**src/rtl/pirq_pkg.sv**
```systemverilog
package pirq_pkg;
    localparam int LINES       = 4;
    localparam int TARGETS     = 16;
    localparam int ROUTE_W     = 8;
    localparam int CFG_AW      = 8;
    localparam int CFG_BYTES   = 4;
    localparam int ROUTE_BASE  = 'h60;
    localparam logic [ROUTE_W-1:0] ROUTE_RESET = 8'h80;

    typedef logic [ROUTE_W-1:0] route_t;

    typedef struct packed {
        logic   en;
        route_t target;
    } route_info_t;

    function automatic logic route_ok(route_t v, int n_targets);
        return int'(v) < n_targets;
    endfunction

    function automatic route_info_t route_decode(route_t v, int n_targets);
        route_info_t r;
        r.en     = route_ok(v, n_targets);
        r.target = r.en ? v : '1;
        return r;
    endfunction
endpackage

```
**src/rtl/pirq_route_regs.sv**
```systemverilog
module pirq_route_regs
    import pirq_pkg::*;
#(
    parameter int NUM_LINES = LINES,
    parameter int AW        = CFG_AW,
    parameter int NBYTES    = CFG_BYTES,
    parameter int BASE      = ROUTE_BASE
) (
    input  logic                             clk,
    input  logic                             rst,
    input  logic                             wr_en,
    input  logic [AW-1:0]                    addr,
    input  logic [NBYTES-1:0]                be,
    input  logic [NBYTES*8-1:0]              wdata,
    output logic [NBYTES*8-1:0]              rdata,
    output logic [NUM_LINES-1:0][ROUTE_W-1:0] routes_q,
    output logic [NUM_LINES-1:0][ROUTE_W-1:0] routes_next,
    output logic                             rebuild
);
    localparam int LB = $clog2(NBYTES);

    logic [NUM_LINES-1:0] line_hit;

    for (genvar l = 0; l < NUM_LINES; l++) begin : g_line
        localparam int LANE = (BASE + l) % NBYTES;
        localparam int WORD = (BASE + l) / NBYTES;
        assign line_hit[l] = wr_en && (addr[AW-1:LB] == (AW-LB)'(WORD)) && be[LANE];
        assign routes_next[l] = line_hit[l] ? wdata[LANE*8 +: 8] : routes_q[l];

        always_ff @(posedge clk) begin
            if (rst) routes_q[l] <= ROUTE_RESET;
            else     routes_q[l] <= routes_next[l];
        end

        // steering bytes come out of reset disconnected
        a_r2_reset_route: assert property (@(posedge clk) disable iff (rst)
            $past(rst) |-> routes_q[l] == ROUTE_RESET);
        // a byte not written keeps its value
        a_r8_hold_route: assert property (@(posedge clk) disable iff (rst)
            !line_hit[l] |=> routes_q[l] == $past(routes_q[l]));
    end

    assign rebuild = |line_hit;

    always_comb begin
        rdata = '0;
        for (int k = 0; k < NBYTES; k++) begin
            for (int l = 0; l < NUM_LINES; l++) begin
                if ({addr[AW-1:LB], LB'(k)} == AW'(BASE + l))
                    rdata[k*8 +: 8] = routes_q[l];
            end
        end
    end
endmodule

```
**src/rtl/pirq_level_map.sv**
```systemverilog
module pirq_level_map
    import pirq_pkg::*;
#(
    parameter int NUM_LINES   = LINES,
    parameter int NUM_TARGETS = TARGETS
) (
    input  logic                              clk,
    input  logic                              rst,
    input  logic [NUM_LINES-1:0]              level,
    input  logic                              rebuild,
    input  logic [NUM_LINES-1:0][ROUTE_W-1:0] routes_q,
    input  logic [NUM_LINES-1:0][ROUTE_W-1:0] routes_next,
    output logic [NUM_TARGETS*NUM_LINES-1:0]  map_q,
    output logic [NUM_TARGETS*NUM_LINES-1:0]  map_next
);
    localparam int MAP_W = NUM_TARGETS * NUM_LINES;
    localparam int TW    = $clog2(NUM_TARGETS);

    always_comb begin
        map_next = rebuild ? '0 : map_q;
        for (int l = 0; l < NUM_LINES; l++) begin
            for (int t = 0; t < NUM_TARGETS; t++) begin
                if (routes_next[l] == ROUTE_W'(t))
                    map_next[t*NUM_LINES + l] = level[l];
            end
        end
    end

    always_ff @(posedge clk) begin
        if (rst) map_q <= '0;
        else     map_q <= map_next;
    end

    for (genvar l = 0; l < NUM_LINES; l++) begin : g_chk
        logic [NUM_TARGETS-1:0] line_bits;
        logic                   routed_bit;
        logic                   line_ok;
        for (genvar t = 0; t < NUM_TARGETS; t++) begin : g_t
            assign line_bits[t] = map_q[t*NUM_LINES + l];
        end
        assign line_ok    = route_ok(routes_q[l], NUM_TARGETS);
        assign routed_bit = line_ok ? line_bits[routes_q[l][TW-1:0]] : 1'b0;

        // a disconnected line owns no map bit
        a_r3_disabled_clear: assert property (@(posedge clk) disable iff (rst)
            !line_ok |-> line_bits == '0);
        // a line drives at most one controller input
        a_r4_single_target: assert property (@(posedge clk) disable iff (rst)
            $onehot0(line_bits));
        // after a rebuild the routed bit equals the sampled level
        a_r6_rebuild_level: assert property (@(posedge clk) disable iff (rst)
            rebuild |=> !line_ok || routed_bit == $past(level[l]));
    end

    logic unused_w;
    assign unused_w = ^MAP_W;
endmodule

```
**src/rtl/pirq_out_stage.sv**
```systemverilog
module pirq_out_stage
    import pirq_pkg::*;
#(
    parameter int NUM_LINES   = LINES,
    parameter int NUM_TARGETS = TARGETS
) (
    input  logic                             clk,
    input  logic                             rst,
    input  logic [NUM_TARGETS*NUM_LINES-1:0] map_next,
    output logic [NUM_TARGETS-1:0]           irq_q
);
    for (genvar t = 0; t < NUM_TARGETS; t++) begin : g_tgt
        always_ff @(posedge clk) begin
            if (rst) irq_q[t] <= 1'b0;
            else     irq_q[t] <= |map_next[t*NUM_LINES +: NUM_LINES];
        end
    end
endmodule

```
**src/rtl/pirq_route_query.sv**
```systemverilog
module pirq_route_query
    import pirq_pkg::*;
#(
    parameter int NUM_LINES   = LINES,
    parameter int NUM_TARGETS = TARGETS,
    localparam int LW         = $clog2(NUM_LINES)
) (
    input  logic                              clk,
    input  logic                              rst,
    input  logic [NUM_LINES-1:0][ROUTE_W-1:0] routes_q,
    input  logic [LW-1:0]                     sel,
    output logic                              en,
    output logic [ROUTE_W-1:0]                target
);
    route_info_t info;

    assign info   = route_decode(routes_q[sel], NUM_TARGETS);
    assign en     = info.en;
    assign target = info.target;

    // encoding of an enabled and a disabled answer
    a_r7_query_enabled: assert property (@(posedge clk) disable iff (rst)
        en |-> int'(target) < NUM_TARGETS);
    a_r7_query_disabled: assert property (@(posedge clk) disable iff (rst)
        !en |-> target == '1);
endmodule

```
**src/rtl/pirq_router.sv**
```systemverilog
module pirq_router
    import pirq_pkg::*;
#(
    parameter int NUM_LINES   = LINES,
    parameter int NUM_TARGETS = TARGETS,
    parameter int AW          = CFG_AW,
    parameter int NBYTES      = CFG_BYTES,
    parameter int BASE        = ROUTE_BASE,
    localparam int LW         = $clog2(NUM_LINES),
    localparam int DW         = NBYTES * 8
) (
    input  logic                   clk,
    input  logic                   rst,
    input  logic                   cfg_wr_en,
    input  logic [AW-1:0]          cfg_addr,
    input  logic [NBYTES-1:0]      cfg_be,
    input  logic [DW-1:0]          cfg_wdata,
    output logic [DW-1:0]          cfg_rdata,
    input  logic [NUM_LINES-1:0]   pirq_level,
    input  logic [LW-1:0]          query_line,
    output logic                   query_en,
    output logic [ROUTE_W-1:0]     query_target,
    output logic [NUM_TARGETS-1:0] irq_out
);
    logic [NUM_LINES-1:0][ROUTE_W-1:0]   routes_q;
    logic [NUM_LINES-1:0][ROUTE_W-1:0]   routes_next;
    logic                                rebuild;
    logic [NUM_TARGETS*NUM_LINES-1:0]    map_q;
    logic [NUM_TARGETS*NUM_LINES-1:0]    map_next;

    pirq_route_regs #(
        .NUM_LINES(NUM_LINES), .AW(AW), .NBYTES(NBYTES), .BASE(BASE)
    ) u_regs (
        .clk(clk), .rst(rst), .wr_en(cfg_wr_en), .addr(cfg_addr), .be(cfg_be),
        .wdata(cfg_wdata), .rdata(cfg_rdata), .routes_q(routes_q),
        .routes_next(routes_next), .rebuild(rebuild)
    );

    pirq_level_map #(
        .NUM_LINES(NUM_LINES), .NUM_TARGETS(NUM_TARGETS)
    ) u_map (
        .clk(clk), .rst(rst), .level(pirq_level), .rebuild(rebuild),
        .routes_q(routes_q), .routes_next(routes_next),
        .map_q(map_q), .map_next(map_next)
    );

    pirq_out_stage #(
        .NUM_LINES(NUM_LINES), .NUM_TARGETS(NUM_TARGETS)
    ) u_out (
        .clk(clk), .rst(rst), .map_next(map_next), .irq_q(irq_out)
    );

    pirq_route_query #(
        .NUM_LINES(NUM_LINES), .NUM_TARGETS(NUM_TARGETS)
    ) u_query (
        .clk(clk), .rst(rst), .routes_q(routes_q), .sel(query_line),
        .en(query_en), .target(query_target)
    );

    for (genvar t = 0; t < NUM_TARGETS; t++) begin : g_or_chk
        // each output is the OR of its map bits
        a_r5_or_of_map: assert property (@(posedge clk) disable iff (rst)
            irq_out[t] == |map_q[t*NUM_LINES +: NUM_LINES]);
    end

    // outputs are low in the first cycle after reset
    a_r2_reset_out: assert property (@(posedge clk) disable iff (rst)
        $past(rst) |-> irq_out == '0);
endmodule

```
**config.mk**
```make
export PLATFORM = sky130hd
export DESIGN_NAME = pirq_router
export DESIGN_NICKNAME = d
export VERILOG_FILES = /design/src/rtl/pirq_pkg.sv /design/src/rtl/pirq_route_regs.sv /design/src/rtl/pirq_level_map.sv /design/src/rtl/pirq_out_stage.sv /design/src/rtl/pirq_route_query.sv /design/src/rtl/pirq_router.sv
export SDC_FILE = /design/constraint.sdc
export NUM_CORES = 1
export LEC_CHECK = 0
export ABC_AREA = 0
export BUFFER_PORTS_ARGS = -buffer_cell sky130_fd_sc_hd__buf_2
export CAP_MARGIN = 5
export CORE_AREA = 4 4 87 151
export DETAILED_ROUTE_END_ITERATION = 8
export DIE_AREA = 0 0 91 155
export HOLD_SLACK_MARGIN = 0.08
export PLACE_DENSITY_LB_ADDON = 0.2
export SLEW_MARGIN = 20
export SYNTH_ARGS = -nofsm -noshare
export SYNTH_HDL_FRONTEND = slang
export SYNTH_SLANG_ARGS = --single-unit
```
**constraint.sdc**
```tcl
create_clock -name clk -period 2.1 [get_ports clk]
set_input_delay 0 -clock clk [delete_from_list [all_inputs] [get_ports clk]]
set_output_delay 0 -clock clk [all_outputs]
set_load 0.05 [all_outputs]
```
==> metrics.md <==
| Metric | Value |
|---|---|
| Outcome | `finished with violations` |
| Failing checks | `negative setup slack` |
| Post-synth top area cell | `dfxtp_1` |
| Vias post-DR | `5844` |
| Int Power | `3.35 mW` |
| Port bufs | `107` |
| Distinct cells, synth | `49` |
| Placed instance count | `967` |
| Synthesis-stage register bit count | `112` |
| Mean routed wirelength per cell | `18.8 um` |
| Synth area leaders | `dfxtp_1, mux2i_1, nor2_1` |
| Sw Ratio | `22.6%` |
| Sequential power share | `49.1%` |
| Gate power share | `7.9%` |
| Starting Density | `49.1%` |
| Layout cell share with drive strength beyond 1 | `33.5%` |
| Die Y | `155 um` |
| Slew Limit Fails | `0` |
| Vias in the first global route | `5813` |
| Power density over cell area | `530 nW/um^2` |
| Rows | `53` |
| Worst slew pin tran | `0.528 ns` |
| Final Hold Viols | `0` |
| Psw | `980 uW` |
| Finished Layout Cells | `1020` |
| Worst setup margin | `-0.0196 ns` |
| Gpl congestion | `0.923` |
| Final WL | `19.2 mm` |
| CP endpoint kind | `register` |
| Synthesized net count | `729` |
| Most frequent cells after synthesis | `nor2_1, dfxtp_1, mux2i_1, nand2_1` |
| Worst-path clk slew | `0.07 ns` |
| Final instance area | `8180 um^2` |
| Cells after Synth | `676` |
| CTS tree | `built` |
| Largest net degree at the start of global routing | `43` |
| WP data required | `2.30 ns` |
| Area growth syn-to-layout | `39.7%` |
| Setup violators final | `1` |
| Ports | `110` |
| Core area | `11900 um^2` |
| Share of the synthesized area in the top cell type | `38.3%` |
| Worst relative slew slack | `64.8%` |
| Root buf cell | `clkbuf_16` |
| Worst EP arrival | `2.32 ns` |
| Max_cap viols | `0` |
| Worst-Skew Late Latency | `0.35 ns` |
| Clock Power Share | `43.0%` |
| DIE AREA | `14100 um^2` |
| Fin Clk Skew | `0.0106 ns` |
| Crit path max fanout | `8` |
| DRC viols | `0` |
| Register area share after synthesis | `38.3%` |
| Grt ovf | `0` |
| CTS Buf Count | `9` |
| H-tree levels | `3` |
| Final layout net count | `931` |
| Syn Std Cell Area | `5860 um^2` |
| Lkg Pwr | `3.44 nW` |
| Clock sinks | `112` |
| Final period util | `101%` |
| Diodes inserted | `0` |
| Min-Delay Path Class | `in -> reg` |
| Most used DFF post-synth | `dfxtp_1` |
| Yosys warning count | `0` |
| Post-route core utilization | `68.5%` |
| Post-DP Area | `7100 um^2` |
| Post-route ant nets | `0` |
| Startpoint types | `register` |
| Hold_ws | `0.114 ns` |
| FFs w/ async S/R, synth | `0%` |
| CTS max path bufs | `2` |
| Drt first pass iters | `5` |
| Initial drt markers | `358` |
| First-pass GRT wire length | `30.0 mm` |
| DP HPWL | `13.3 mm` |
| Post-synth EDFFs | `0` |
| Most common cell in the netlist | `nor2_1` |
| TNS Setup | `-0.0196 ns` |
| Max Freq | `472 MHz` |
| Initial antenna violation count | `0` |
| Via/cell ratio | `5.73` |
| Worst Setup Path Type | `reg -> reg` |
| Minimum clock period | `2.12 ns` |
| GRT Util Overall | `26.7%` |
| Chip width | `91 um` |
| RSZ-0062 raised after global routing | `true` |
| Max VDD drop | `0.000412 V` |
| Synthesized area per cell | `8.66 um^2` |
## layer usage
layer  vias to the layer above  GRT usage (%)  part of all wire [%]  wire length, um
met4                         0           16.5                   6.1             1180
li1                       2799              -                     -                -
met5                         -              0                     0                0
met2                       202           47.9                    52             9880
met3                        52           3.48                   4.5              864
met1                      2791           29.6                    38             7260
## worst max-delay path, stage by stage, from the launching register on
cell and delay, ns:
dfxtp_2 0.33, or4_4 0.57, or3_1 0.32, mux2i_1 0.13, buf_4 0.19, nand2_1 0.10, a31oi_4 0.18, a41oi_2 0.15
## cell type report
cell class | count | area, um^2
clock buffer | 12 | 246
clock inverter | 4 | 77.6
fill | 905 | 3750
inverter | 4 | 15.0
multi-input combinational | 518 | 3740
sequential | 112 | 2240
tap | 137 | 171
timing repair buffer | 233 | 1690
## stage by stage
stage	worst slack (ns)	power (mW)
5_1_grt	-0.116	4.47
6_report	-0.0196	4.33
3_5_place_dp	-0.507	2.44
3_3_place_gp	-0.470	2.43
4_1_cts	-0.00890	4.34
2_1_floorplan	0.00179	2.32
## power groups by stage
stage	sequential, mW	combinational [mW]	clock [mW]
after CTS	2.13	0.323	1.89
after floorplan	2.18	0.142	0
after detailed placement	2.18	0.263	0
after global placement	2.18	0.258	0
final	2.13	0.344	1.86
after global routing	2.13	0.367	1.98
## flip-flops by register name, indices dropped and copies added, names as in the netlist
register and flops:
u_map.map_q 64, u_regs.routes_q 32, u_out.irq_q 16
## path summary, 6_finish.rpt
check | from | endpoint | slack, ns | depth (start not counted)
min | rst | u_map.map_q[41] | 0.11 | 2
max | u_regs.routes_q[13] | u_out.irq_q[2] | -0.02 | 7
max reg2reg | u_regs.routes_q[13] | u_out.irq_q[2] | -0.02 | 7
min reg2reg | u_map.map_q[54] | u_map.map_q[54] | 0.50 | 2
## cells in the final DEF (no fill, tap or decap), types with 11 or more instances in the layout
cell type,netlist,layout
buf_6,5,12
and2_1,40,40
nand2b_1,23,23
nand2_1,60,60
mux2i_1,60,56
nor2_1,116,115
dlygate4sd3_1,0,32
buf_4,2,86
buf_2,3,98
dfxtp_1,112,111
nand3b_1,18,18
a31oi_2,2,11
a31oi_1,45,28
and3_1,45,42
## repair_timing
action	CTS	global route
setup buffers	2	3
hold buffers	32	0
endpoints found under the hold margin	32	0
pin swaps	5	8
setup endpoints to repair	20	27
gates resized for setup	36	45
## kinds of logic (layout without fill, tap and decap cells)
| kind of cell | Yosys count | count (layout) | share of synthesized area [%] |
|---|---|---|---|
| flip-flops | 112 | 112 | 38.3 |
| AO/OA/AOI/OAI | 92 | 92 | 11.6 |
| AND/OR/NAND/NOR | 348 | 348 | 31.2 |
| multiplexers | 78 | 78 | 14.7 |
| buffers and inverters | 46 | 253 | 4.25 |
Power figures use the tool's default switching activity.
